<file path="src/rtl/perm_pkg.sv">
package perm_pkg;

    typedef enum logic [1:0] {
        ACC_READ     = 2'b00,
        ACC_WRITE    = 2'b01,
        ACC_FETCH    = 2'b10,
        ACC_READ_ALT = 2'b11
    } acc_kind_e;

    typedef enum logic [1:0] {
        FC_NONE     = 2'b00,
        FC_DOMAIN   = 2'b01,
        FC_PREFETCH = 2'b10,
        FC_DATA     = 2'b11
    } fault_class_e;

    typedef enum logic [1:0] {
        DOM_NOACC   = 2'b00,
        DOM_CLIENT  = 2'b01,
        DOM_RSVD    = 2'b10,
        DOM_MANAGER = 2'b11
    } dom_kind_e;

    typedef enum logic {
        ST_IDLE   = 1'b0,
        ST_REPORT = 1'b1
    } chk_state_e;

    typedef struct packed {
        fault_class_e cls;
        logic         s2;
        logic         pf;
    } verdict_t;

    localparam int AP_W  = 3;
    localparam int HAP_W = 2;

endpackage

</file>
<file path="src/rtl/perm_ap_decode.sv">
module perm_ap_decode
    import perm_pkg::*;
(
    input  logic [AP_W-1:0] ap_raw,
    input  logic            long_fmt,
    input  logic            afe,
    input  logic            priv,
    input  logic            is_write,
    output logic [AP_W-1:0] ap_eff,
    output logic            ap_abort,
    output logic            writable
);
    logic [AP_W-1:0] ap_shift;

    always_comb begin
        ap_shift = long_fmt ? {ap_raw[AP_W-2:0], 1'b0} : ap_raw;
        ap_eff   = ap_shift;
        if (afe || long_fmt) begin
            ap_eff[0] = 1'b1;
        end
    end

    always_comb begin
        ap_abort = 1'b1;
        writable = 1'b0;
        unique case (ap_eff)
            3'd0: begin
                ap_abort = 1'b1;
                writable = 1'b0;
            end
            3'd1: begin
                ap_abort = !priv;
                writable = priv;
            end
            3'd2: begin
                ap_abort = !priv && is_write;
                writable = priv;
            end
            3'd3: begin
                ap_abort = 1'b0;
                writable = 1'b1;
            end
            3'd4: begin
                ap_abort = 1'b1;
                writable = 1'b0;
            end
            3'd5: begin
                ap_abort = !priv || is_write;
                writable = 1'b0;
            end
            3'd6, 3'd7: begin
                ap_abort = is_write;
                writable = 1'b0;
            end
            default: begin
                ap_abort = 1'b1;
                writable = 1'b0;
            end
        endcase
    end

endmodule

</file>
<file path="config.mk">
export PLATFORM = sky130hd
export DESIGN_NAME = perm_ap_decode
export DESIGN_NICKNAME = d
export VERILOG_FILES = /design/src/rtl/perm_pkg.sv /design/src/rtl/perm_ap_decode.sv
export SDC_FILE = /design/constraint.sdc
export NUM_CORES = 1
export LEC_CHECK = 0
export BUFFER_PORTS_ARGS = -buffer_cell sky130_fd_sc_hd__buf_4
export CAP_MARGIN = 10
export CORE_AREA = 2 2 39 41
export DETAILED_ROUTE_END_ITERATION = 8
export DIE_AREA = 0 0 41 43
export GPL_ROUTABILITY_DRIVEN = 0
export GPL_TIMING_DRIVEN = 0
export PLACE_DENSITY = 0.3
export SYNTH_ARGS = -nofsm -noshare
export SYNTH_HDL_FRONTEND = slang
export SYNTH_SLANG_ARGS = --single-unit
</file>
<file path="constraint.sdc">
create_clock -name vclk -period 1.37
set_clock_uncertainty 0.1 [all_clocks]
set_input_delay 0.274 -clock vclk [all_inputs]
set_output_delay 0.274 -clock vclk [all_outputs]
set_load 0.005 [all_outputs]
</file>
==> results by group, run 1 <==
Detailed routing
  • Routed length on met1: 237 um
  • DRT antenna net count: 0
  • Drt wl/cell: 10.4 um
  • Vias: 206
  • Wire length on met3: 62 um
  • Post-DR vias/cell: 4.12
  • WL met2: 220 um
  • Drt first-iter violations: 2
  • Remaining routing DRC violations: 0
  • Top Metal Used: met3
  • DR pass1 iterations: 2
  • Routed WL: 519 um

Worst hold path
  • Hold Path Class: primary input to output port

Synthesis
  • Netlist Area Pre-Place: 134 um^2
  • Cells after synthesis: 20
  • Synth top area cells: buf_6, mux2_2, o221a_1
  • Syn Nets: 27
  • Top cell type's share of synthesized area: 8.41%
  • Synth cell types: 17
  • Synth Area per Inst: 6.69 um^2
  • Sequential share of the synthesized area: 0%
  • Synth warnings: 0
  • Synth top cells by count: nand2_1, nor2_1, o21ai_0
  • Yosys top cell by area: buf_6

Floorplan
  • Die height: 43 um
  • Die area: 1760 um^2
  • Die Wd: 41 um
  • Core area: 1380 um^2
  • IO Count: 12
  • Initial Util: 9.67%
  • # rows: 14

STA
  • Final hold vios: 0
  • Final worst slack: -0.218 ns
  • Tcrit/Tclk final: 116%
  • RSZ-0062 raised after global routing: yes
  • Least-Margin Pin Slew: 0.197 ns
  • Minimum clock period: 1.59 ns
  • Min Hold Slack: 0.746 ns
  • Final setup viols: 2
  • Relative slew slack: 86.8%
  • Max Slew Vio Count: 0
  • Fmax achieved: 630 MHz

Global route
  • Vias in the first global route: 176
  • Initial antenna violation count: 0
  • First-pass GRT wire length: 800 um
  • Pin count of the biggest net entering global routing: 9
  • Overflow after GRT: 0
  • Total GRT Usage: 5.99%

Run
  • Max Cap Violations: 0

Pwr
  • Max rail drop VDD: 0.0000958 V
  • Cell Pwr Density: 316 nW/um^2
  • Leak: 0.124 nW
  • Pwr Total: 0.0906 mW

Cells and area
  • Most common cell after layout, fill and taps aside: buf_4
  • Layout Cells excl Fill: 50
  • Commonest cells after routing, fill and taps aside: buf_4, buf_6, nand2_1, o21ai_0, nor2_1
  • Sequential cell area: 0 um^2
  • Share of cells above drive strength 1: 55.9%
  • Area Growth Syn to Fin: 114%
  • # diodes: 0
  • Number of clock buffers in the layout: 0
  • FF+latch count: 0
  • Fin area: 287 um^2
  • # nets final: 43
  • Fin util: 20.7%

Run status
  • Failing checks: setup timing
  • Outcome: finished, violations left

Worst setup path
  • Critical path arrival: 1.21 ns
  • Worst endpoint required time: 1.00 ns
  • CP max FO: 4
  • Critical-path top delay cell: or3_1
  • Crit end category: output port
  • Startpoint Class: primary input
  • Crit path buffers/inverters: 2
  • Worst path top cell family by delay: simple AND/OR/NAND/NOR gates
  • Crit path cell chain: buf_12 -> or3_1 -> o21a_1 -> o221a_1 -> buf_4
  • CP Class: primary input to output port
  • Peak per-stage delay on the critical path: 0.35 ns

Place
  • Port bufs: 11
  • Dpl cells: 47
  • Dpl hpwl: 393 um
  • DP Area: 240 um^2
-- power by group --
part	leakage, nW	internal [mW]	switching (mW)
Clock	0	0	0
Sequential	0	0	0
Combinational	0.124	0.0565	0.0341
-- per-stage QoR --
step                TNS [ns]  setup slack (ns)
finish                -0.370            -0.218
floorplan            -0.0386           -0.0386
CTS                   -0.253            -0.223
global route          -0.467            -0.271
global placement      -0.290            -0.267
detailed placement    -0.287            -0.261
-- final cells by class --
class,count,area (um^2)
Buffer,1,20.0
Fill cell,159,1100
Inverter,1,3.75
Multi-Input combinational cell,18,126
Tap cell,16,20.0
Timing Repair Buffer,14,116
-- per-layer routing --
layer  global-route usage, %  vias up
met5                       0        -
li1                        -      106
met1                    10.4       88
met3                    1.05        0
met2                    7.81       12
met4                       0        0
-- kinds of logic (layout without fill, tap and decap cells) --
logic type             Yosys count  in the layout  share of synthesized area (%)
AOI/OAI and AO/OA                9              9                           48.6
and+or+nand+nor                  8              8                           31.8
buffers and inverters            2             16                           11.2
muxes                            1              1                           8.41
-- path summary, 6_finish.rpt --
kind                     start  depth (start not counted)  slack, ns         to
worst min-delay path       afe                          3       0.75  ap_eff[0]
worst max-delay path  long_fmt                          5      -0.22   writable
-- what timing repair did --
action / CTS / global route
resized for setup: 4 / 2
pin swaps: 3 / 1
buffers inserted: 2 / 1
hold buffers: 0 / 0
endpoints found under the hold margin: 0 / 0
endpoints found under the setup margin: 3 / 3
No activity file was read; power rests on OpenSTA's default activity.
==> run 2: changes to the inputs <==
Settings changed: PLACE_DENSITY 0.3 to 0.33, TNS_END_PERCENT set to 20.
==> results by group, run 2 (synthesized netlist as in run 1, its figures left out) <==
Global route
  • Vias in the first global route: 164 (-6.8%)
  • Total GRT Usage: 4.90% (-1.1 points)
  • First-pass GRT wire length: 669 um (-16%)
  • Overflow after GRT: 0 (unchanged)
  • Pin count of the biggest net entering global routing: 9 (unchanged)
  • Initial antenna violation count: 0 (unchanged)

Cells and area
  • Share of cells above drive strength 1: 54.5% (-1.3 points)
  • FF+latch count: 0 (unchanged)
  • Most common cell after layout, fill and taps aside: buf_4
  • Area Growth Syn to Fin: 103%
  • Layout Cells excl Fill: 49 (-2.0%)
  • Number of clock buffers in the layout: 0 (unchanged)
  • Commonest cells after routing, fill and taps aside: buf_4, nand2_1, o21ai_0, nor2_1, buf_6
  • # nets final: 42 (-2.3%)
  • Sequential cell area: 0 um^2 (unchanged)
  • # diodes: 0 (unchanged)

Worst hold path
  • Worst Hold Launch: long_fmt
  • Hold Path Class: primary input to output port
  • Hold Path Depth: 3 (unchanged)
  • Hold Path Sink: ap_eff[0]

Run status
  • Outcome: finished, violations left
  • Failing checks: setup timing

Detailed routing
  • Drt first-iter violations: 2 (unchanged)
  • Remaining routing DRC violations: 0 (unchanged)
  • DR pass1 iterations: 3 (+1)
  • Routed WL: 431 um (-17%)
  • DRT antenna net count: 0 (unchanged)
  • Drt wl/cell: 8.80 um (-15%)
  • Post-DR vias/cell: 4.12 (about the same)
  • Vias: 202 (-1.9%)

Worst setup path
  • CP max FO: 5 (+1)
  • Peak per-stage delay on the critical path: 0.36 ns (about the same)
  • Worst path top cell family by delay: simple AND/OR/NAND/NOR gates
  • Critical path arrival: 1.22 ns (about the same)
  • CP Class: primary input to output port
  • Crit end category: output port
  • Startpoint Class: primary input
  • Crit path buffers/inverters: 2 (unchanged)
  • Critical-path top delay cell: or3_1
  • Crit path cell chain: buf_12 -> or3_1 -> o21a_1 -> o221a_1 -> buf_4
  • Worst endpoint required time: 1.00 ns (about the same)

STA
  • Max Slew Vio Count: 0 (unchanged)
  • Minimum clock period: 1.59 ns (+0.00638 ns)
  • RSZ-0062 raised after global routing: yes
  • Min Hold Slack: 0.710 ns (-0.0363 ns)
  • Least-Margin Pin Slew: 0.203 ns (+0.00605 ns)
  • Fmax achieved: 627 MHz (-0.40%)
  • Setup TNS: -0.249 ns (+0.121 ns)
  • Relative slew slack: 86.4% (-0.41 points)
  • Final setup viols: 3 (+1)
  • Tcrit/Tclk final: 116% (+0.47 points)
  • Final hold vios: 0 (unchanged)
  • Final worst slack: -0.224 ns (-0.00638 ns)

Floorplan
  • Initial Util: 9.67% (unchanged)
  • IO Count: 12 (unchanged)
  • Die area: 1760 um^2 (unchanged)
  • Core area: 1380 um^2 (unchanged)
  • Die height: 43 um (unchanged)
  • # rows: 14 (unchanged)
  • Die Wd: 41 um (unchanged)

Pwr
  • Net switching power: 0.0322 mW (-5.5%)
  • Max rail drop VDD: 0.000131 V (+36%)
  • Leak: 0.117 nW (-5.8%)
  • Pwr Total: 0.0852 mW (-5.9%)
  • Switching fraction of total power: 37.8% (+0.15 points)
  • Cell Pwr Density: 314 nW/um^2 (-0.71%)
  • Int Pwr: 0.0530 mW (-6.1%)
  • Flop pwr share: 0% (unchanged)
  • Clock power share: 0% (unchanged)
  • Share of total power in combinational logic: 100.0% (about the same)

Place
  • Place WS: -0.255 ns (+0.00610 ns)
  • Dpl cells: 47 (unchanged)
  • Dpl hpwl: 320 um (-18%)
  • Port bufs: 11 (unchanged)

Clock tree
  • Cts hold-fix bufs: 0 (unchanged)

Run
  • Max Cap Violations: 0 (unchanged)
-- run 2: layout make-up --
| type | count | area, um^2 |
|---|---|---|
| plain buffers | 1 | 20.0 |
| fillers | 147 | 1110 |
| inverters | 1 | 3.75 |
| multi-input cells | 18 | 123 |
| well taps | 16 | 20.0 |
| repair buffers | 13 | 105 |
-- run 2: layer usage --
metal  vias up  share of wire, %  global-route usage (%)
li1        106                 -                       -
met1        84                55                    9.18
met2        12                31                    6.25
met3         0                14                       0
met4         0                 0                       0
met5         -                 0                       0
-- run 2: what timing repair did --
item,in CTS,in global routing
setup endpoints to repair,2,3
gates resized for setup,3,1
setup buffers,2,0
pin swaps,3,0
-- run 2: worst max path at each step --
stage                     startpoint       end  depth (start not counted)
after floorplan             long_fmt  writable                          4
after global placement           afe  writable                          5
after detailed placement         afe  writable                          5
after CTS                   long_fmt  writable                          5
after global routing        long_fmt  writable                          5
final                       long_fmt  writable                          5
-- run 2: per-stage QoR --
step                util, %  cell area (um^2)
floorplan                 -               138
global placement       17.4               240
detailed placement     17.4               240
CTS                    19.3               268
global route           19.6               272
finish                 19.6               272
-- run 2: power by group through the flow --
stage,Clock (mW),Combinational (mW),Sequential [mW]
after floorplan,0,0.0334,0
after global placement,0,0.0755,0
after detailed placement,0,0.0759,0
after CTS,0,0.0846,0
after global routing,0,0.0927,0
final,0,0.0852,0
==> run 3: changes to the inputs <==
--- a/constraint.sdc
+++ b/constraint.sdc
@@ -4,2 +4,2 @@
 set_output_delay 0.274 -clock vclk [all_outputs]
-set_load 0.005 [all_outputs]
+set_load 0.02 [all_outputs]
==> results by group, run 3 (synthesized netlist as in run 1, its figures left out) <==
Floorplan
  • IO Count: 12 (unchanged)
  • Core area: 1380 um^2 (unchanged)
  • Die Wd: 41 um (unchanged)
  • Die height: 43 um (unchanged)
  • Initial Util: 9.67% (unchanged)
  • # rows: 14 (unchanged)
  • Die area: 1760 um^2 (unchanged)

Cells and area
  • Area Growth Syn to Fin: 115%
  • Sequential cell area: 0 um^2 (unchanged)
  • Fin util: 20.8% (+1.2 points)
  • Multi-input logic area: 131 um^2 (+7.1%)
  • Share of cells above drive strength 1: 57.6% (+3.0 points)
  • Number of clock buffers in the layout: 0 (unchanged)
  • Commonest cells after routing, fill and taps aside: buf_4, buf_6, nand2_1, o21ai_0, nor2_1
  • FILL cells: 160 (+8.8%)
  • # nets final: 42 (unchanged)
  • FF+latch count: 0 (unchanged)
  • Most common cell after layout, fill and taps aside: buf_4
  • Layout Cells excl Fill: 49 (unchanged)
  • # diodes: 0 (unchanged)

Place
  • Dpl hpwl: 350 um (+9.4%)
  • Dpl cells: 47 (unchanged)
  • Port bufs: 11 (unchanged)
  • Place WS: -0.318 ns (-0.0630 ns)

STA
  • Setup TNS: -0.292 ns (-0.0433 ns)
  • Relative slew slack: 86.4% (about the same)
  • Minimum clock period: 1.61 ns (+0.0139 ns)
  • Fmax achieved: 622 MHz (-0.86%)
  • Final hold vios: 0 (unchanged)
  • RSZ-0062 raised after global routing: yes
  • Final setup viols: 3 (unchanged)
  • Final worst slack: -0.238 ns (-0.0139 ns)
  • Max Slew Vio Count: 0 (unchanged)
  • Tcrit/Tclk final: 117% (+1.0 points)
  • Min Hold Slack: 0.735 ns (+0.0246 ns)
  • Least-Margin Pin Slew: 0.203 ns (-0.000630 ns)

Worst setup path
  • Worst endpoint required time: 1.00 ns (about the same)
  • Critical path arrival: 1.23 ns (about the same)
  • Crit end category: output port
  • Critical Path Start: long_fmt
  • CP Class: primary input to output port
  • Startpoint Class: primary input
  • CP max FO: 5 (unchanged)

Detailed routing
  • Drt wl/cell: 8.96 um (+1.9%)
  • Routed WL: 439 um (+1.9%)
  • Vias: 206 (+2.0%)
  • DR pass1 iterations: 4 (+1)
  • Remaining routing DRC violations: 0 (unchanged)
  • Post-DR vias/cell: 4.20 (+2.0%)
  • Drt first-iter violations: 2 (unchanged)
  • DRT antenna net count: 0 (unchanged)

Pwr
  • Cell Pwr Density: 380 nW/um^2 (+21%)
  • Net switching power: 0.0487 mW (+51%)
  • Leak: 0.125 nW (+6.4%)
  • Flop pwr share: 0% (unchanged)
  • Clock power share: 0% (unchanged)
  • Int Pwr: 0.0606 mW (+14%)
  • Switching fraction of total power: 44.6% (+6.8 points)
  • Max rail drop VDD: 0.000168 V (+28%)
  • Share of total power in combinational logic: 100.0% (about the same)

Clock tree
  • Cts hold-fix bufs: 0 (unchanged)

Global route
  • Vias in the first global route: 194 (+18%)
  • Total GRT Usage: 5.69% (+0.80 points)
  • Initial antenna violation count: 0 (unchanged)
  • Overflow after GRT: 0 (unchanged)
  • Pin count of the biggest net entering global routing: 9 (unchanged)
  • First-pass GRT wire length: 772 um (+15%)

Worst hold path
  • Worst Hold Launch: long_fmt
  • Hold Path Class: primary input to output port

Run
  • Max Cap Violations: 0 (unchanged)

Run status
  • Failing checks: setup timing
  • Outcome: finished, violations left
==> run 3: repair_timing <==
item                       CTS  global route
setup endpoints to repair    3             3
cloned                       0             0
pin swaps                    3             0
resized for setup            6             0
setup buffers                2             0
==> run 3: cell type report <==
class | count | share of cell area, %
inverter | 1 | 1.30
timing repair buffer | 13 | 39.1
buffer | 1 | 6.96
multi-input combinational | 18 | 45.7
tap | 16 | 6.96
==> run 3: path summary, 6_finish.rpt <==
path | depth (start not counted) | endpoint
worst min-delay path | 3 | ap_eff[0]
worst max-delay path | 5 | writable
==> run 3: critical path, cell delays in order <==
cell and delay [ns]:
buf_12 0.10, or3_1 0.36, o21a_1 0.12, o221a_4 0.26, buf_6 0.13
==> run 3: metal layers <==
layer / up-vias / track usage [%] / part of all wire, %
met1: 90 / 9.18 / 49
met2: 12 / 8.44 / 35
met4: 0 / 0 / 0
met5: - / 0 / 0
met3: 0 / 0.524 / 15
li1: 104 / - / -
==> run 3: power by group through the flow <==
stage	combinational, mW	sequential (mW)	clock, mW
after floorplan	0.0521	0	0
after global placement	0.0956	0	0
after detailed placement	0.0954	0	0
after CTS	0.110	0	0
after global routing	0.118	0	0
final	0.109	0	0
==> run 3: through the flow <==
step / area, um^2 / power, mW
floorplan: 146 / 0.0521
global placement: 249 / 0.0956
detailed placement: 249 / 0.0954
CTS: 288 / 0.110
global route: 288 / 0.118
finish: 288 / 0.109
